## src/rtl/rxu_pkg.sv

```systemverilog
// Shared types for the serial receiver.
// Assumes: characters are at most 9 bits wide.
package rxu_pkg;
    localparam int WORD_W = 9;

    localparam logic [1:0] PAR_NONE = 2'd0;
    localparam logic [1:0] PAR_EVEN = 2'd1;
    localparam logic [1:0] PAR_ODD  = 2'd2;

    typedef struct packed {
        logic [WORD_W-1:0] word;
        logic              perr;
        logic              ferr;
    } rx_entry_t;

    typedef enum logic [1:0] {
        PH_IDLE,
        PH_START,
        PH_BITS,
        PH_STOP
    } rx_phase_t;
endpackage

```

## src/rtl/rxu_bit_engine.sv

```systemverilog
// Bit engine: detects the start bit, votes each bit from three centre
// samples and assembles one character per frame. It pulses char_done
// for one cycle with the word and its error tags.
// Assumes: rx is already synchronised, and os_tick is a single-cycle
// enable arriving OVS times per bit.
module rxu_bit_engine
    import rxu_pkg::*;
#(
    parameter int OVS = 16
) (
    input  logic              clk,
    input  logic              rst_n,
    input  logic              os_tick,
    input  logic              rx,
    input  logic              nine_bit,
    input  logic [1:0]        par_mode,
    input  logic              two_stop,
    output logic              char_done,
    output logic [WORD_W-1:0] char_word,
    output logic              char_perr,
    output logic              char_ferr
);
    localparam int CW = $clog2(OVS);
    localparam logic [CW-1:0] S_MID  = CW'(OVS / 2);
    localparam logic [CW-1:0] S_PRE  = CW'(OVS / 2 - 1);
    localparam logic [CW-1:0] S_POST = CW'(OVS / 2 + 1);
    localparam logic [CW-1:0] S_LAST = CW'(OVS - 1);

    rx_phase_t         phase;
    logic [CW-1:0]     tcnt;
    logic [3:0]        bidx;
    logic              sidx;
    logic [1:0]        vote;
    logic [WORD_W-1:0] sreg;
    logic              ferr_q;
    logic              maj;
    logic              par_on;
    logic [3:0]        nbits;
    logic              exp_par;

    // Majority of the two stored samples and the current one.
    assign maj     = (vote[0] & vote[1]) | (vote[0] & rx) | (vote[1] & rx);
    assign par_on  = !nine_bit && (par_mode != PAR_NONE);
    assign nbits   = (nine_bit ? 4'd9 : 4'd8) + (par_on ? 4'd1 : 4'd0);
    assign exp_par = (^sreg[7:0]) ^ (par_mode == PAR_ODD);

    // Frame sequencer: walks start, data/parity and stop bits, one tick at a time.
    always_ff @(posedge clk) begin
        if (!rst_n) begin
            phase     <= PH_IDLE;
            tcnt      <= '0;
            bidx      <= '0;
            sidx      <= 1'b0;
            vote      <= '0;
            sreg      <= '0;
            ferr_q    <= 1'b0;
            char_done <= 1'b0;
        end else begin
            char_done <= 1'b0;
            if (os_tick) begin
                tcnt <= tcnt + 1'b1;
                unique case (phase)
                    PH_IDLE: begin
                        if (!rx) begin
                            phase  <= PH_START;
                            tcnt   <= CW'(1);
                            ferr_q <= 1'b0;
                            sreg   <= '0;
                        end
                    end
                    PH_START: begin
                        if (tcnt == S_MID && rx) begin
                            phase <= PH_IDLE;
                        end else if (tcnt == S_LAST) begin
                            phase <= PH_BITS;
                            bidx  <= '0;
                        end
                    end
                    PH_BITS: begin
                        if (tcnt == S_PRE)  vote[0] <= rx;
                        if (tcnt == S_MID)  vote[1] <= rx;
                        if (tcnt == S_POST) sreg[bidx] <= maj;
                        if (tcnt == S_LAST) begin
                            if (bidx == nbits - 4'd1) begin
                                phase <= PH_STOP;
                                sidx  <= 1'b0;
                            end else begin
                                bidx <= bidx + 4'd1;
                            end
                        end
                    end
                    PH_STOP: begin
                        if (tcnt == S_PRE)  vote[0] <= rx;
                        if (tcnt == S_MID)  vote[1] <= rx;
                        if (tcnt == S_POST && !sidx) ferr_q <= !maj;
                        if (tcnt == S_LAST) begin
                            if (sidx == two_stop) begin
                                phase     <= PH_IDLE;
                                char_done <= 1'b1;
                            end else begin
                                sidx <= 1'b1;
                            end
                        end
                    end
                    default: phase <= PH_IDLE;
                endcase
            end
        end
    end

    // Word and tags presented alongside char_done.
    always_comb begin
        char_word = nine_bit ? sreg : {1'b0, sreg[7:0]};
        char_perr = par_on && (sreg[8] != exp_par);
        char_ferr = ferr_q;
    end

    AST_DONE_PULSE: assert property (@(posedge clk) disable iff (!rst_n)
        char_done |=> !char_done);
    AST_START_REJECT: assert property (@(posedge clk) disable iff (!rst_n)
        (phase == PH_START && os_tick && tcnt == S_MID && rx) |=> phase == PH_IDLE);
endmodule

```

## src/rtl/rxu_queue.sv

```systemverilog
// Receive queue: first-in first-out store of received entries.
// A push is refused when the queue is full; a pop is ignored when it is empty.
// Assumes: the caller decides what happens to a refused push.
module rxu_queue
    import rxu_pkg::*;
#(
    parameter int DEPTH = 4
) (
    input  logic      clk,
    input  logic      rst_n,
    input  logic      push,
    input  rx_entry_t din,
    input  logic      pop,
    output rx_entry_t head,
    output logic      empty,
    output logic      full
);
    localparam int AW = $clog2(DEPTH);

    rx_entry_t   mem [DEPTH];
    logic [AW-1:0] wp, rp;
    logic [AW:0]   count;
    logic          do_push, do_pop;

    assign empty   = (count == '0);
    assign full    = (count == (AW+1)'(DEPTH));
    assign do_push = push && !full;
    assign do_pop  = pop && !empty;
    assign head    = mem[rp];

    // Storage write at the tail.
    always_ff @(posedge clk) begin
        if (do_push) mem[wp] <= din;
    end

    // Pointers and occupancy.
    always_ff @(posedge clk) begin
        if (!rst_n) begin
            wp    <= '0;
            rp    <= '0;
            count <= '0;
        end else begin
            if (do_push) wp <= (wp == AW'(DEPTH-1)) ? '0 : wp + 1'b1;
            if (do_pop)  rp <= (rp == AW'(DEPTH-1)) ? '0 : rp + 1'b1;
            count <= count + (do_push ? 1'b1 : 1'b0) - (do_pop ? 1'b1 : 1'b0);
        end
    end

    AST_COUNT_STEP: assert property (@(posedge clk) disable iff (!rst_n)
        (count == $past(count)) || (count == $past(count) + 1'b1)
        || (count == $past(count) - 1'b1));
    AST_FULL_HOLD: assert property (@(posedge clk) disable iff (!rst_n)
        (full && push && !pop) |=> full);
endmodule

```

## src/rtl/rx_frame_unit.sv

```systemverilog
// Top of the serial receiver. Selects the line source and synchronises it,
// recovers characters, filters 9-bit data characters in address mode,
// queues the results, keeps the sticky overrun flag, and drives flow
// control and the two interrupts.
// Assumes: os_tick comes from an external baud divider at 16x the bit rate.
module rx_frame_unit
    import rxu_pkg::*;
#(
    parameter int OVS   = 16,
    parameter int DEPTH = 4
) (
    input  logic              clk,
    input  logic              rst_n,
    input  logic              os_tick,
    input  logic              rx_pin,
    input  logic              loop_src,
    input  logic              loop_en,
    input  logic              nine_bit,
    input  logic [1:0]        par_mode,
    input  logic              two_stop,
    input  logic              addr_only,
    input  logic              pop,
    input  logic              ovr_clr,
    output logic [WORD_W-1:0] head_word,
    output logic              head_perr,
    output logic              head_ferr,
    output logic              overrun,
    output logic              rts,
    output logic              rx_irq,
    output logic              err_irq
);
    logic [1:0]        sync_q;
    logic              done;
    logic [WORD_W-1:0] word;
    logic              perr, ferr;
    logic              keep, push;
    logic              q_empty, q_full;
    rx_entry_t         q_in, q_head;

    // Two-flop synchroniser on the selected source, reset to idle high.
    always_ff @(posedge clk) begin
        if (!rst_n) sync_q <= 2'b11;
        else        sync_q <= {sync_q[0], loop_en ? loop_src : rx_pin};
    end

    rxu_bit_engine #(.OVS(OVS)) i_engine (
        .clk       (clk),
        .rst_n     (rst_n),
        .os_tick   (os_tick),
        .rx        (sync_q[1]),
        .nine_bit  (nine_bit),
        .par_mode  (par_mode),
        .two_stop  (two_stop),
        .char_done (done),
        .char_word (word),
        .char_perr (perr),
        .char_ferr (ferr)
    );

    // Address filter: in address mode only ninth-bit-set characters pass.
    assign keep = !(nine_bit && addr_only && !word[8]);
    assign push = done && keep;
    assign q_in = '{word: word, perr: perr, ferr: ferr};

    rxu_queue #(.DEPTH(DEPTH)) i_queue (
        .clk   (clk),
        .rst_n (rst_n),
        .push  (push),
        .din   (q_in),
        .pop   (pop),
        .head  (q_head),
        .empty (q_empty),
        .full  (q_full)
    );

    // Sticky overrun: set by a push into a full queue, cleared by the host.
    always_ff @(posedge clk) begin
        if (!rst_n) overrun <= 1'b0;
        else        overrun <= (overrun && !ovr_clr) || (push && q_full);
    end

    // Host-facing outputs.
    always_comb begin
        head_word = q_head.word;
        head_perr = q_head.perr;
        head_ferr = q_head.ferr;
        rts       = !q_full;
        rx_irq    = !q_empty;
        err_irq   = overrun || (!q_empty && (q_head.perr || q_head.ferr));
    end

    AST_OVF_STICKY: assert property (@(posedge clk) disable iff (!rst_n)
        (overrun && !ovr_clr) |=> overrun);
    AST_OVF_CAUSE: assert property (@(posedge clk) disable iff (!rst_n)
        $rose(overrun) |-> $past(q_full));
endmodule

```

## config.mk

```make
export PLATFORM = sky130hd
export DESIGN_NAME = rx_frame_unit
export DESIGN_NICKNAME = d
export VERILOG_FILES = /design/src/rtl/rxu_pkg.sv /design/src/rtl/rxu_bit_engine.sv /design/src/rtl/rxu_queue.sv /design/src/rtl/rx_frame_unit.sv
export SDC_FILE = /design/constraint.sdc
export NUM_CORES = 1
export LEC_CHECK = 0
export BUFFER_PORTS_ARGS = -buffer_cell sky130_fd_sc_hd__buf_4
export CORE_UTILIZATION = 50
export DETAILED_ROUTE_END_ITERATION = 6
export PLACE_DENSITY = 0.73
export RECOVER_POWER = 50
export SYNTH_ARGS = -nofsm -noshare
export SYNTH_HDL_FRONTEND = slang
export SYNTH_SLANG_ARGS = --single-unit
```

## constraint.sdc

```tcl
create_clock -name clk -period 5.9 [get_ports clk]
set_clock_uncertainty 0.2 [all_clocks]
set_input_delay 0.295 -clock clk [delete_from_list [all_inputs] [get_ports clk]]
set_output_delay 0.295 -clock clk [all_outputs]
set_load 0.02 [all_outputs]
```

* After elaboration in Yosys (flattened, before gate mapping) *
Memory sizes are Yosys's and may differ from the RTL's. A register that Yosys moved wholly into a read port is not among the register bits.
Cells that the tools add are included.

word-level totals
  memory bits (writable) = 44
  output and inout bits = 15
  logic and storage cells = 140
  bits in latches = 0
  input bits = 13
  register bits = 34
  memories = 1
  ROM bits = 0

cells by class
  $lt $le $gt $ge = 2
  multiplexer cells = 42
  add/subtract/negate cells = 8
  shift-type cells = 0
  div/mod/pow operators = 0
  equal/unequal tests = 26
  multiply operators = 0
  bitwise operators = 6
  reduce and logical (&&, ||, !) cells = 41

memories
  memory       depth  bits a word  rd ports  clocked after memory_dff  write ports  RTL line         text
  i_queue.mem  4      11           1         1                         1            rxu_queue.sv:20  rx_entry_t mem [DEPTH];

operators by type and width
  kind                                                                           count
  9-bit 2-to-1 mux                                                               3
  4-bit 2-to-1 mux                                                               6
  2-bit 2-to-1 mux                                                               11
  9-bit case mux with 2 select lines                                             1
  1-bit 2-to-1 mux                                                               15
  2-bit by 1-bit inequality test with 1-bit output (second input constant)       7
  1-bit logical AND                                                              13
  4-bit equality test (second input constant)                                    3
  4-bit AND reduction                                                            3
  6-bit AND reduction                                                            2
  2-bit equality test (second input constant)                                    5
  2-bit nonzero test                                                             5
  9-bit bitwise mux                                                              1
  4-bit by 1-bit adder with 4-bit output (second input constant)                 2
  1-bit zero test                                                                8
  2-bit inequality test (second input constant)                                  4
  2-bit case mux with 4 select lines                                             1
  4-bit case mux with 2 select lines                                             1
  8-bit XOR reduction                                                            1
  7-bit AND reduction                                                            1
  3-bit AND reduction                                                            2
  4-bit by 5-bit less-than comparator with 1-bit output (second input constant)  1
  2-bit by 1-bit adder with 2-bit output (second input constant)                 2
  4-bit adder                                                                    1
  other kinds (20)                                                               26

* Logic depth before layout (Yosys ltp) *
Gate-level depths: netlist of run 1.

  depth in word-level cells = 9
  gate-level depth with buffers = 10
  depth with buffers taken out = 10

* Cells and area by module *
A second synthesis of run 1 with hierarchy kept.

second synthesis, totals
  cells, all modules = 320
  area, all modules = 3823.7 sq um

by module, submodules not included
  module          instances  area each (sq um)  cells each  seq. area each (sq um)
  rxu_queue       1          2118.3             110         1501.4
  rxu_bit_engine  1          1570.3             195         480.5
  rx_frame_unit   1          135.1              15          60.1

* Worst setup path before layout of run 1 *
Ideal clock, no wire load.

  path type = reg-to-reg
  start point = register i_queue.count[1]
  end point = register i_queue.count[2]
  period minus slack after synthesis = 2.551 ns
  library setup time = 0.128 ns
  cell stages (with the launch flop) = 11
  arrival time = 2.224 ns
  data required time = 5.572 ns
  buffers on the path = 0
  path slack = 3.349 ns
  path through = dfxtp_1 -> or3_1 -> nand2_1 -> inv_1 -> ha_1 -> inv_1 -> ha_1 -> fa_1 -> xnor2_1 -> xnor2_1 -> nor2_1

between the ends
  elaborated cells on any way between the ends = 10
  classes of those cells = add/sub (2); eq/ne (1); mux (2); reduce/logical (5)

RTL lines
  item                      RTL line             text
  from (decl)               rxu_queue.sv:22      logic [AW:0] count;
  from (signal assigned)    rxu_queue.sv:45      count <= count + (do_push ? 1'b1 : 1'b0) - (do_pop ? 1'b1 : 1'b0);
  3-bit zero test           rxu_queue.sv:25      assign empty = (count == '0);
  1-bit zero test           --
  named net rx_irq          rx_frame_unit.sv:29  output logic rx_irq,
  1-bit logical AND         rxu_queue.sv:28      assign do_pop = pop && !empty;
  named net i_queue.do_pop  rxu_queue.sv:23      logic do_push, do_pop;
  1-bit 2-to-1 mux          rxu_queue.sv:45
  3-bit subtractor          rxu_queue.sv:45

The timed path passes the listed nets, and every way through them passes these cells.
A chain may end at the register's enable or synchronous reset.

==> results of run 1 <==
[sequential cells by signal (all words and copies together), names as in the netlist, named ones only]
name / flops
i_engine.char_ferr: 1
i_engine.vote: 2
i_engine.char_done: 1
i_queue.rp: 2
i_engine.sidx: 1
overrun: 1
i_queue.wp: 2
i_engine.sreg: 9
i_engine.phase: 1
sync_q: 2
i_engine.tcnt: 4
i_queue.count: 3
i_queue.mem: 44
i_engine.bidx: 4
[worst min-delay path by stage]
stage	endpoint	slack, ns	depth (start not counted)
after detailed placement	sync_q[1]$_SDFF_PN1_	0.20	1
after CTS	overrun$_SDFF_PN0_	0.05	3
after global routing	overrun$_SDFF_PN0_	0.05	3
after global placement	sync_q[1]$_SDFF_PN1_	0.19	1
after floorplan	sync_q[1]$_SDFF_PN1_	0.19	1
final	overrun$_SDFF_PN0_	0.06	3
[per-stage QoR]
stage | power, mW | setup WS [ns] | util [%] | area [sq um] | instances
2_1_floorplan | 0.8546 | 3.349 | - | 3692 | 305
3_3_place_gp | 0.9547 | 3.419 | 56.67 | 3935 | 414
3_5_place_dp | 0.9630 | 3.321 | 56.67 | 3935 | 414
4_1_cts | 1.368 | 3.120 | 60.16 | 4178 | 434
5_1_grt | 1.415 | 2.976 | 59.95 | 4163 | 434
6_report | 1.348 | 3.181 | 59.95 | 4163 | 434
[power breakdown]
part | switching [mW] | internal (mW)
Combinational | 0.152 | 0.151
Clock | 0.210 | 0.199
Sequential | 0.0355 | 0.601
[area by class of cell]
type / instances / area [sq um]
fillers: 564 / 2781
flip-flops and latches: 80 / 2042
multi-input cells: 196 / 1514
repair buffers: 31 / 227.7
clock buffers: 9 / 123.9
well taps: 96 / 120.1
clock inverters: 7 / 78.83
inverters: 15 / 56.30
[metal layers]
metal  vias to the layer above  part of all wire, %  track usage, %
li1                       1160                    -               -
met1                      1092                   47           22.72
met2                        41                   49           31.15
met3                         9                  3.3           4.713
met4                         0                  1.1           6.408
met5                         -                    0               0
[layout by cell type, fill, tap and decap left out, drive strengths merged, types with 3 or more instances in the layout]
cell type     n
o21a          3
clkinvlp      3
mux2i         9
clkbuf       13
inv          16
a211oi        3
mux4         11
xnor2         7
o31ai         3
nor3          4
and2         10
ha           14
o21ai        13
a21boi        8
nand2b        5
a21oi        22
buf          23
nand2        24
dlygate4sd3   4
nor2b         3
dfxtp        36
xor2          4
edfxtp       44
nand4         3
nor2         23
nand3b        4
[worst max-delay path: stages (launching register included)]
cell     delay, ns
dfxtp_1       0.82
mux4_2        0.60
o21ai_0       0.22
nand2_1       0.07
buf_4         0.15
[repair_timing]
| action | in CTS | in global routing |
|---|---|---|
| endpoints found under the setup margin | 0 | 0 |
| hold buffers | 4 | 0 |
| endpoints found under the hold margin | 2 | 0 |
[cell families after synthesis]
logic type | count (synthesis) | synth area share, %
AND/OR/NAND/NOR | 88 | 13.22
XOR/XNOR | 12 | 3.219
multiplexers | 20 | 9.150
AO/OA/AOI/OAI | 60 | 9.861
flip-flops | 80 | 55.30
adder cells (fa/ha/maj) | 16 | 5.558
buffers and inverters | 29 | 3.693
==> results.md, run 1 <==
- Reg2reg start: i_queue.count[1]$_SDFF_PN0_
- Worst path required time: 5.41 ns
- Launch point of the worst hold path: ovr_clr
- Critical path class: flop to output pin
- Port bufs: 27
- Fmax: 367.8 MHz
- Crit path to: err_irq
- Startpoint types: flop
- Final nets: between 300 and 400
- R2R Path End: i_queue.count[2]$_SDFF_PN0_
- # IOs: 28
- Fraction of layout cells with a size suffix above 1: 16.57%
- Slew @ Worst Pin: 0.7871 ns
- Clock buffer depth: 2
- Seq/Total Area, Yosys: a little under three fifths
- Final min period: between 2 and 3 ns
- Slew HR: 47.20%
- Gr ovfl total: 0
- Synth Flop Type: edfxtp_1
- DR vias: between 2,000 and 2,500
- Die height: 87.94 um
- CTS Buf Count: 9
- Post-synth EDFFs: 44
- Antenna violations before repair: 0
- Max Cap Viol: 0
- DIE AREA: between 7000 and 8000 sq um
- Final setup fails: 0
- Unrepaired setup endpoints after global routing: false
- Starting Density: between 50% and 60%
- Status: finished, final reports clean
- Root buffer cell: clkbuf_8
- Row count: 30
- Crit end category: output pin
- WL final: between 6000 and 7000 um
- Fin. max-slew vios: 0
- Reg2Reg Depth: 10
- Post-CTS Setup Bufs: 0
- Antenna viol nets, final: 0
- Area leader, netlist: edfxtp_1
- Netlist Area Pre-Place: roughly 3700 sq um
- Tcrit/Tclk final: 46.08%
- Static leakage: 1.499 nW
- Register bit total from synthesis: 80
- Post-route setup TNS: 0 ns
- Net Count, Synth: ~330
- Synth-to-layout area growth: 12.74%
- Core footprint: around 7000 sq um
- Vias in the first global route: ~2,200
- GPL Wtd Cong: between 0.9 and 1
- Worst skew pair latency: approximately 0.34 ns
- Dpl hpwl: between 4000 and 5000 um
- Iter 0 DRT Violations: 84
- R2R Setup Slk: between 3 and 4 ns
- Global-route wire length before repair: between 10,000 and 15,000 um
- N_diodes: 0
- Syn Inst Count: between 300 and 400
- Yosys top cell area share: between 30% and 40%
- Pin count of the biggest net entering global routing: 28
- CTS resizes: 0
- Post-synthesis async set-or-reset flop share: 0%
- Post-synth top cells: edfxtp_1, dfxtp_1, nand2_1, nor2_1, a21oi_1
- H-tree lvl count: 3
- Drt wl/cell: ~15 um
- Total iterations of the first detailed-routing run: 4
- Vias/cell: between 5 and 6
- CTS tree: done
- Hold_ws: a little over 0.06 ns
- # DRC: 0
- Yosys warning count: 0
- Pwr Density: 323.9 nW/um^2
- Crit path DAT: roughly 2.2 ns
- Average size of a mapped cell: between 10 and 15 sq um
- Clock-pin transition on the worst setup and hold timing paths: 0.09 ns
- Gr usage total: a little under a fifth
- Die X-Extent: about 88 um
- Largest cells by area after synthesis: edfxtp_1, dfxtp_1, mux4_2, ha_1, a21oi_1
- Unique masters post-synth: slightly below 50
- Clock sinks: 80
- Worst hold path type: input port to flop
- Most numerous cell in the Yosys netlist: edfxtp_1
- Largest fanout on the critical path: 11
- Worst-case vdd ir drop: roughly 160 uV
- Final hold viol count: 0
No activity file was read; power rests on OpenSTA's default activity.
==> run 2: changes to the inputs <==
--- a/config.mk
+++ b/config.mk
@@ -8,7 +8,7 @@
 export BUFFER_PORTS_ARGS = -buffer_cell sky130_fd_sc_hd__buf_4
 export CORE_UTILIZATION = 50
 export DETAILED_ROUTE_END_ITERATION = 6
-export PLACE_DENSITY = 0.73
+export PLACE_DENSITY = 0.76
 export RECOVER_POWER = 50
 export SYNTH_ARGS = -nofsm -noshare
 export SYNTH_HDL_FRONTEND = slang
==> constraint.sdc (replaced) <==
create_clock -name clk -period 2.3 [get_ports clk]
set_clock_uncertainty 0.2 [all_clocks]
set_input_delay 0.115 -clock clk [delete_from_list [all_inputs] [get_ports clk]]
set_output_delay 0.115 -clock clk [all_outputs]
set_load 0.02 [all_outputs]
==> results.md, run 2 (synthesis results as in run 1) <==
- Worst-case vdd ir drop: 347.1 uV
- Worst hold path type: input port to flop
- Port bufs: 27
- Vias in the first global route: 2,370
- Fin. max-slew vios: 0
- Final setup fails: 0
- Crit path DAT: ~2.3 ns
- Unrepaired setup endpoints after global routing: true
- Max stage delay on crit path: approximately 0.40 ns
- CTS Buf Count: 9
- Row count: 30
- Clock power share: 26.3%
- DIE AREA: 7733 sq um
- Sw Pwr: around 1.1 mW
- Worst skew pair latency: approximately 0.34 ns
- Vias/cell: 5.330
- Worst-path cell chain: or3_4, nand2_4, inv_4, ha_4, inv_2, ha_4, fa_2, xnor2_2, xnor2_1, nor2_1
- Iter 0 DRT Violations: 71
- Gr usage total: a little under a fifth
- Global-route wire length before repair: between 10,000 and 15,000 um
- Core footprint: slightly below 7000 sq um
- WL final: roughly 6600 um
- Clock sinks: 80
- Static leakage: 1.584 nW
- Final worst setup slack: roughly 0.028 ns
- Slew HR: 67.78%
- Switching share of total power: a little under a third
- N_diodes: 0
- Final nets: 381
- Antenna viol nets, final: 0
- Setup crit start: i_queue.count[0]$_SDFF_PN0_
- Antenna violations before repair: 0
- Final hold viol count: 0
- Crit path max-delay family: adder cells
- Crit end category: flop
- Die X-Extent: between 80 and 90 um
- Most frequent cells in the layout: edfxtp_1, buf_4, dfxtp_1, nor2_1, nand2_1
- Final Instance Area: about 4300 sq um
- Dpl hpwl: ~4600 um
- Pre-CTS WS: -0.02055 ns
- Synth-to-layout area growth: 17.18%
- Hold_ws: around 0.017 ns
- Slowest-stage cell, CP: or3_4
- Post-route setup TNS: 0 ns
- Drt wl/cell: ~15 um
- # DRC: 0
- Status: finished, final reports clean
- Clock buffer depth: 2
- Fmax: between 400 and 500 MHz
- Reg2reg start: i_queue.count[0]$_SDFF_PN0_
- DR vias: roughly 2,400
- Post-DP Area: approximately 4100 sq um
- Critical path class: flop to flop
- Final min period: ~2.3 ns
- Largest regs: i_queue.mem x44, i_engine.sreg x9
- # IOs: 28
- Root buffer cell: clkbuf_8
- Clock-pin transition on the worst setup and hold timing paths: about 0.08 ns
- Slew @ Worst Pin: around 0.48 ns
- Most common cell after layout, fill and taps aside: edfxtp_1
- Largest Register: i_queue.mem
- Pin count of the biggest net entering global routing: 23
- Pwr Density: just over 800 nW/um^2
- H-tree lvl count: 3
- Gr ovfl total: 0
- Die height: roughly 88 um
- CTS tree: done
- Startpoint types: flop
- WP buf/inv: 2
- Launch point of the worst hold path: par_mode[1]
- Power share of the sequential group: 45.3%
- Crit-path most repeated cell: ha_4
- Max Cap Viol: 0
- Largest fanout on the critical path: 2
- Fraction of layout cells with a size suffix above 1: ~22%
- Int Pwr: around 2.5 mW
- Max reg flops: 44
- Worst path required time: 2.32 ns
- Total iterations of the first detailed-routing run: 4
- Combinational share of power: approximately 28%
- GPL Wtd Cong: ~0.81
- Starting Density: a little over half
- Tcrit/Tclk final: between 90% and 100%
## run 2: cell types whose count changed in the layout (fill, tap and decap cells not counted), sizes merged
cell	previous run	this run
buf	23	36
clkinv	2	3
clkbuf	13	15
bufinv	1	0
dlygate4sd3	4	9
## run 2: what timing repair did
action                                 4_1_cts  5_1_grt
setup endpoints to repair                    1        4
hold buffers                                 9        0
gates resized for setup                      2        1
pin swaps                                    3        1
endpoints found under the hold margin       23        0
gates cloned                                 0        0
setup buffers                                1        0
## run 2: per-stage QoR
stage	std cells	util, %	power (mW)
finish	454	62.31	3.518
CTS	454	62.90	3.565
global placement	428	58.88	2.603
detailed placement	428	58.88	2.617
global route	454	62.31	3.683
floorplan	305	-	2.273
## run 2: final timing paths
path | to | slack, ns | cells past startpoint
worst min register to register | sync_q[1]$_SDFF_PN1_ | 0.23 | 1
worst max-delay path | i_queue.count[2]$_SDFF_PN0_ | 0.03 | 10
worst min-delay path | i_engine.bidx[3]$_SDFFE_PN0P_ | 0.02 | 4
worst max register to register | i_queue.count[2]$_SDFF_PN0_ | 0.03 | 10
## run 2: final cells by class
cell class,count,area [sq um]
fill,552,2618
inverter,15,58.81
sequential,80,2044
clock inverter,7,53.80
timing repair buffer,51,382.9
tap,96,120.1
clock buffer,9,123.9
multi-input combinational,196,1543
## run 2: power groups by stage
stage	Clock, mW	Combinational [mW]	Sequential [mW]
finish	0.926	1.00	1.59
global placement	0	0.980	1.62
CTS	0.945	1.03	1.59
global route	0.992	1.09	1.60
detailed placement	0	0.990	1.63
floorplan	0	0.661	1.61
## run 2: layer usage
metal	vias up	global-route usage (%)	share of wire, %
met3	11	4.241	3.3
met1	1165	22.37	45
met2	45	33.62	50
met4	0	8.942	1.8
li1	1199	-	-
met5	-	0	0
## run 2: worst reg2reg max path, cell delays in order, from the launching register on
cell     delay (ns)
dfxtp_2        0.32
or3_4          0.40
nand2_4        0.08
inv_4          0.04
ha_4           0.25
inv_2          0.03
ha_4           0.14
fa_2           0.34
xnor2_2        0.15
xnor2_1        0.13
nor2_1         0.06
